### config.mk
export PLATFORM = sky130hd
export DESIGN_NAME = flt_pred_eval
export DESIGN_NICKNAME = d
export VERILOG_FILES = /design/src/rtl/flt_pred_pkg.sv /design/src/rtl/flt_pred_fold.sv /design/src/rtl/flt_pred_rel.sv /design/src/rtl/flt_pred_eval.sv
export SDC_FILE = /design/constraint.sdc
export NUM_CORES = 1
export LEC_CHECK = 0
export BUFFER_PORTS_ARGS = -buffer_cell sky130_fd_sc_hd__buf_4
export CAP_MARGIN = 0
export CORE_AREA = 3 3 40 42
export CTS_BUF_LIST = sky130_fd_sc_hd__clkbuf_16
export CTS_CLUSTER_SIZE = 12
export DETAILED_ROUTE_END_ITERATION = 6
export DIE_AREA = 0 0 43 45
export GPL_TIMING_DRIVEN = 0
export HOLD_SLACK_MARGIN = 0.15
export MAX_ROUTING_LAYER = met4
export PLACE_DENSITY = 0.39
export SLEW_MARGIN = 0
export SYNTH_ARGS = -nofsm -noshare
export SYNTH_HDL_FRONTEND = slang
export SYNTH_SLANG_ARGS = --single-unit
### constraint.sdc
create_clock -name clk -period 0.8 [get_ports clk]
set_input_delay 0.08 -clock clk [delete_from_list [all_inputs] [get_ports clk]]
set_output_delay 0.08 -clock clk [all_outputs]
set_load 0.01 [all_outputs]
### src/rtl/flt_pred_pkg.sv
package flt_pred_pkg;

    // Predicate field layout
    localparam int PRED_W    = 6;
    localparam int CODE_W    = 3;
    localparam int ILL_BIT   = 5;
    localparam int SIG_BIT   = 4;
    localparam int INV_BIT   = 3;
    localparam int NUM_CODES = 1 << CODE_W;

    // Folded view of a predicate
    typedef struct packed {
        logic [CODE_W-1:0] code;
        logic              invert;
        logic              signalling;
        logic              illegal;
    } pred_fold_t;

    // Registered output state
    typedef struct packed {
        logic valid;
        logic result;
        logic illegal;
        logic bsun;
    } pred_out_t;

endpackage

### src/rtl/flt_pred_fold.sv
module flt_pred_fold
    import flt_pred_pkg::*;
(
    input  logic [PRED_W-1:0] pred_i,
    output pred_fold_t        fold_o
);

    logic [CODE_W-1:0] raw_code;

    always_comb begin
        raw_code          = pred_i[CODE_W-1:0];
        fold_o.illegal    = pred_i[ILL_BIT];
        fold_o.signalling = pred_i[SIG_BIT];
        fold_o.invert     = pred_i[INV_BIT];
        // XOR of the low nibble with all ones; bit 3 becomes 0, so only
        // the low code bits need complementing.
        fold_o.code       = raw_code ^ {CODE_W{pred_i[INV_BIT]}};
    end

endmodule

### src/rtl/flt_pred_rel.sv
module flt_pred_rel
    import flt_pred_pkg::*;
(
    input  logic [CODE_W-1:0] code_i,
    input  logic              neg_i,
    input  logic              zero_i,
    input  logic              nan_i,
    output logic              hit_o
);

    logic [NUM_CODES-1:0] rel_vec;

    // One relation per base code
    genvar g;
    generate
        for (g = 0; g < NUM_CODES; g++) begin : g_rel
            if (g == 0) begin : g_false
                assign rel_vec[g] = 1'b0;
            end else if (g == 1) begin : g_eq
                assign rel_vec[g] = zero_i;
            end else if (g == 2) begin : g_gt
                assign rel_vec[g] = !nan_i && !zero_i && !neg_i;
            end else if (g == 3) begin : g_ge
                assign rel_vec[g] = zero_i || (!nan_i && !neg_i);
            end else if (g == 4) begin : g_lt
                assign rel_vec[g] = neg_i && !nan_i && !zero_i;
            end else if (g == 5) begin : g_le
                assign rel_vec[g] = zero_i || (neg_i && !nan_i);
            end else if (g == 6) begin : g_gl
                assign rel_vec[g] = !nan_i && !zero_i;
            end else begin : g_gle
                assign rel_vec[g] = !nan_i;
            end
        end
    endgenerate

    assign hit_o = rel_vec[code_i];

endmodule

### src/rtl/flt_pred_eval.sv
module flt_pred_eval
    import flt_pred_pkg::*;
(
    input  logic              clk,
    input  logic              rst_n,
    input  logic              eval_i,
    input  logic [PRED_W-1:0] pred_i,
    input  logic              cc_neg_i,
    input  logic              cc_zero_i,
    input  logic              cc_nan_i,
    output logic              valid_o,
    output logic              result_o,
    output logic              illegal_o,
    output logic              bsun_set_o
);

    pred_fold_t fold;
    logic       rel_hit;
    pred_out_t  st_d, st_q;

    flt_pred_fold u_fold (
        .pred_i (pred_i),
        .fold_o (fold)
    );

    flt_pred_rel u_rel (
        .code_i (fold.code),
        .neg_i  (cc_neg_i),
        .zero_i (cc_zero_i),
        .nan_i  (cc_nan_i),
        .hit_o  (rel_hit)
    );

    always_comb begin
        st_d = '0;
        if (eval_i) begin
            st_d.valid   = 1'b1;
            st_d.illegal = fold.illegal;
            if (!fold.illegal) begin
                st_d.result = rel_hit ^ fold.invert;
                st_d.bsun   = fold.signalling && cc_nan_i;
            end
        end
    end

    always_ff @(posedge clk) begin
        if (!rst_n) st_q <= '0;
        else        st_q <= st_d;
    end

    assign valid_o    = st_q.valid;
    assign result_o   = st_q.result;
    assign illegal_o  = st_q.illegal;
    assign bsun_set_o = st_q.bsun;


    illegal_pred_chk: assert property (@(posedge clk) disable iff (!rst_n)
        eval_i && pred_i[ILL_BIT] |=> illegal_o && !result_o && !bsun_set_o);


    strobe_valid_chk: assert property (@(posedge clk) disable iff (!rst_n)
        eval_i |=> valid_o);


    idle_quiet_chk: assert property (@(posedge clk) disable iff (!rst_n)
        !eval_i |=> !valid_o && !result_o && !illegal_o && !bsun_set_o);


    always_true_chk: assert property (@(posedge clk) disable iff (!rst_n)
        eval_i && (pred_i[PRED_W-2:0] == 5'h0F) && !pred_i[ILL_BIT] |=> result_o);


    always_false_chk: assert property (@(posedge clk) disable iff (!rst_n)
        eval_i && (pred_i == 6'h00) |=> !result_o);


    ordered_chk: assert property (@(posedge clk) disable iff (!rst_n)
        eval_i && (pred_i == 6'h07) && !cc_nan_i |=> result_o);


    bsun_raise_chk: assert property (@(posedge clk) disable iff (!rst_n)
        eval_i && !pred_i[ILL_BIT] && pred_i[SIG_BIT] && cc_nan_i |=> bsun_set_o);


    aware_no_bsun_chk: assert property (@(posedge clk) disable iff (!rst_n)
        eval_i && !pred_i[SIG_BIT] |=> !bsun_set_o);

endmodule

==> run_results.csv <==
group,metric,value,unit
layout,final_layout_size_suffix_gt1_frac,0.564,
layout,area_delta_synth_final,134,%
clocking,cts_buffers,3,
critical_path,criticalPathCategory,"input pin to flip-flop",
route,antenna_left,0,
placement,dp_cells,47,
critical_path,required,0.91,ns
power_and_ir_drop,max-vdd-ir-drop,0.000638,V
critical_path,startpoint,"rst_n",
run_status,outcome,"completed",
logic_synthesis,syn_avg_cell_area,10.9,sq um
timing,timing.hold.ws,0.128,ns
grt,antenna_found_initial,0,
clocking,clockBufferDepth,2,
logic_synthesis,syn-cell-area,185,sq um
timing,hold_violations,0,
route,drt_pass1_iterations,1,
hold_path,hold_class,"input pin to flip-flop",
logic_synthesis,yosysWarnings,0,
logic_synthesis,ys_seq_area_frac,0.432,
grt,grt_util_all_layers,0.0652,
die,die_x,43,um
job,max_cap_violations,0,
logic_synthesis,synth_area_leaders,"dfxtp_1 43%, mux2_4 8.1%, a211oi_2 6.8%, and4b_1 5.4%, and2_4 4.7%",
layout,antenna_cells,0,
timing,relSlewSlack,0.910,
placement,port_buffers,15,
timing,layout_setup_ws,0.0125,ns
critical_path,cp-endpoint,"illegal_o",
power_and_ir_drop,powerDensity,2520,nW/um^2
die,rows,13,
placement,pre_cts_slack,0.00188,ns
clocking,clkTransAtPathRegs,0.03,ns
timing,rsz0062_at_grt,"false",
clocking,clkSinkCount,4,
clocking,clockRootBuffer,"clkbuf_16",
layout,stdcell_count,54,
critical_path,worstPathArrival,0.90,ns
grt,first_global_vias,227,
clocking,hold_buffers,4,
logic_synthesis,synthesis.nets,29,
critical_path,startpoint_type,"input pin",
die,coreArea,1280,sq um
timing,drv_slew,0,
die,dieArea,1940,sq um
route,drc,0,
logic_synthesis,ys_seq_elements,4,
grt,grt_pass1_wl,848,um
layout,final_nets,53,
die,start_util,0.144,
critical_path,endpoint_kind,"flip-flop",
timing,setup_viol,0,
placement,routabilityCongestion,0.657,
route,avgViaCountPerCell,3.93,
clocking,cts_tree,"yes",
grt,grt_max_degree,5,
power_and_ir_drop,p_leak,0.213,nW
route,drtIter0Drc,0,
route,num_vias,212,
timing,clock.fmax,1270,MHz
die,ios,16,
timing,finalCriticalPeriod,0.787,ns
critical_path,cp_max_fo,2,
logic_synthesis,ys_types,14,
die,die_h,45,um
timing,finalCritPeriodShare,0.984,
grt,overflow,0,
route,wl_per_cell,9.59,um
route,wirelength,518,um
logic_synthesis,synth_top_area_share,0.432,
logic_synthesis,yosys.area.top_type,"dfxtp_1",
clocking,htreeDepth,1,
logic_synthesis,syn-instance-count,17,
timing,tightest_slew,0.134,ns
-- routing by layer --
metal | share of wire | vias to the layer above | wire length [um] | global-route usage
met1 | 0.37 | 93 | 194 | 0.0604
li1 | - | 107 | - | -
met4 | 0 | 0 | 0 | 0.0542
met5 | 0 | - | 0 | -
met3 | 0.14 | 0 | 72 | 0.0398
met2 | 0.48 | 12 | 251 | 0.0958
-- layout by cell type (no fill, tap or decap), drive strengths merged --
master	count
nand3b	1
nand2	1
and4b	1
dlymetal6s4s	1
and2	1
dlygate4sd3	3
buf	15
clkbuf	3
o21ai	2
and3	1
dfxtp	4
or2b	1
mux2	1
a21oi	1
nand4b	1
a211oi	1
nand2b	1
-- timing repair --
| item | 4_1_cts | 5_1_grt |
|---|---|---|
| endpoints found under the setup margin | 0 | 1 |
| hold endpoints to repair | 3 | 1 |
| setup buffers | 0 | 0 |
| gates resized for setup | 0 | 1 |
-- state kept, by name, summed over array words and instances (netlist names) --
| register | cells |
|---|---|
| illegal_o | 1 |
| valid_o | 1 |
| result_o | 1 |
| bsun_set_o | 1 |
-- power breakdown --
part	internal [mW]	switching [mW]
Sequential	0.208	0.00174
Combinational	0.0786	0.0371
Clock	0.637	0.129
Total	0.924	0.168
-- logic make-up after synthesis --
logic type         count (synthesis)  synth area share
muxes                              1            0.0811
and+or+nand+nor                    8             0.318
DFF                                4             0.432
AOI/OAI and AO/OA                  4             0.169
-- metrics by stage --
step / TNS, ns / instance area [sq um] / util / power (mW)
6_report: 0 / 434 / 0.338 / 1.09
5_1_grt: 0 / 434 / 0.338 / 1.12
4_1_cts: 0 / 432 / 0.336 / 1.11
3_5_place_dp: 0 / 317 / 0.246 / 0.314
3_3_place_gp: -0.00365 / 317 / 0.246 / 0.312
2_1_floorplan: 0 / 185 / - / 0.250
-- final cells by class --
cell class | count | area [sq um]
well taps | 15 | 18.8
multi-input cells | 13 | 105
clock buffers | 3 | 75.1
repair buffers | 19 | 155
flip-flops and latches | 4 | 80.1
fillers | 133 | 851
-- worst min path at each step --
stage               startpoint        end  slack [ns]  cells after the start
floorplan               eval_i  illegal_o        0.23                      1
global placement        eval_i  illegal_o        0.32                      2
detailed placement      eval_i    valid_o        0.33                      2
CTS                  pred_i[5]  illegal_o        0.13                      2
global route         pred_i[5]  illegal_o        0.14                      2
finish               pred_i[5]  illegal_o        0.13                      2
-- Yosys cell counts --
cell      count
o21ai_0       1
nand2b_1      1
mux2_4        1
nand2_1       1
nand3b_1      1
and3_1        1
and4b_1       1
a21oi_1       1
and2_4        1
dfxtp_1       4
a211oi_2      1
nand4b_1      1
or2b_1        1
o21ai_2       1
-- worst max-delay path, stage by stage --
cell and delay (ns):
buf_4 0.11, dlygate4sd3_1 0.54, and3_1 0.17
Power figures use the tool's default switching activity.
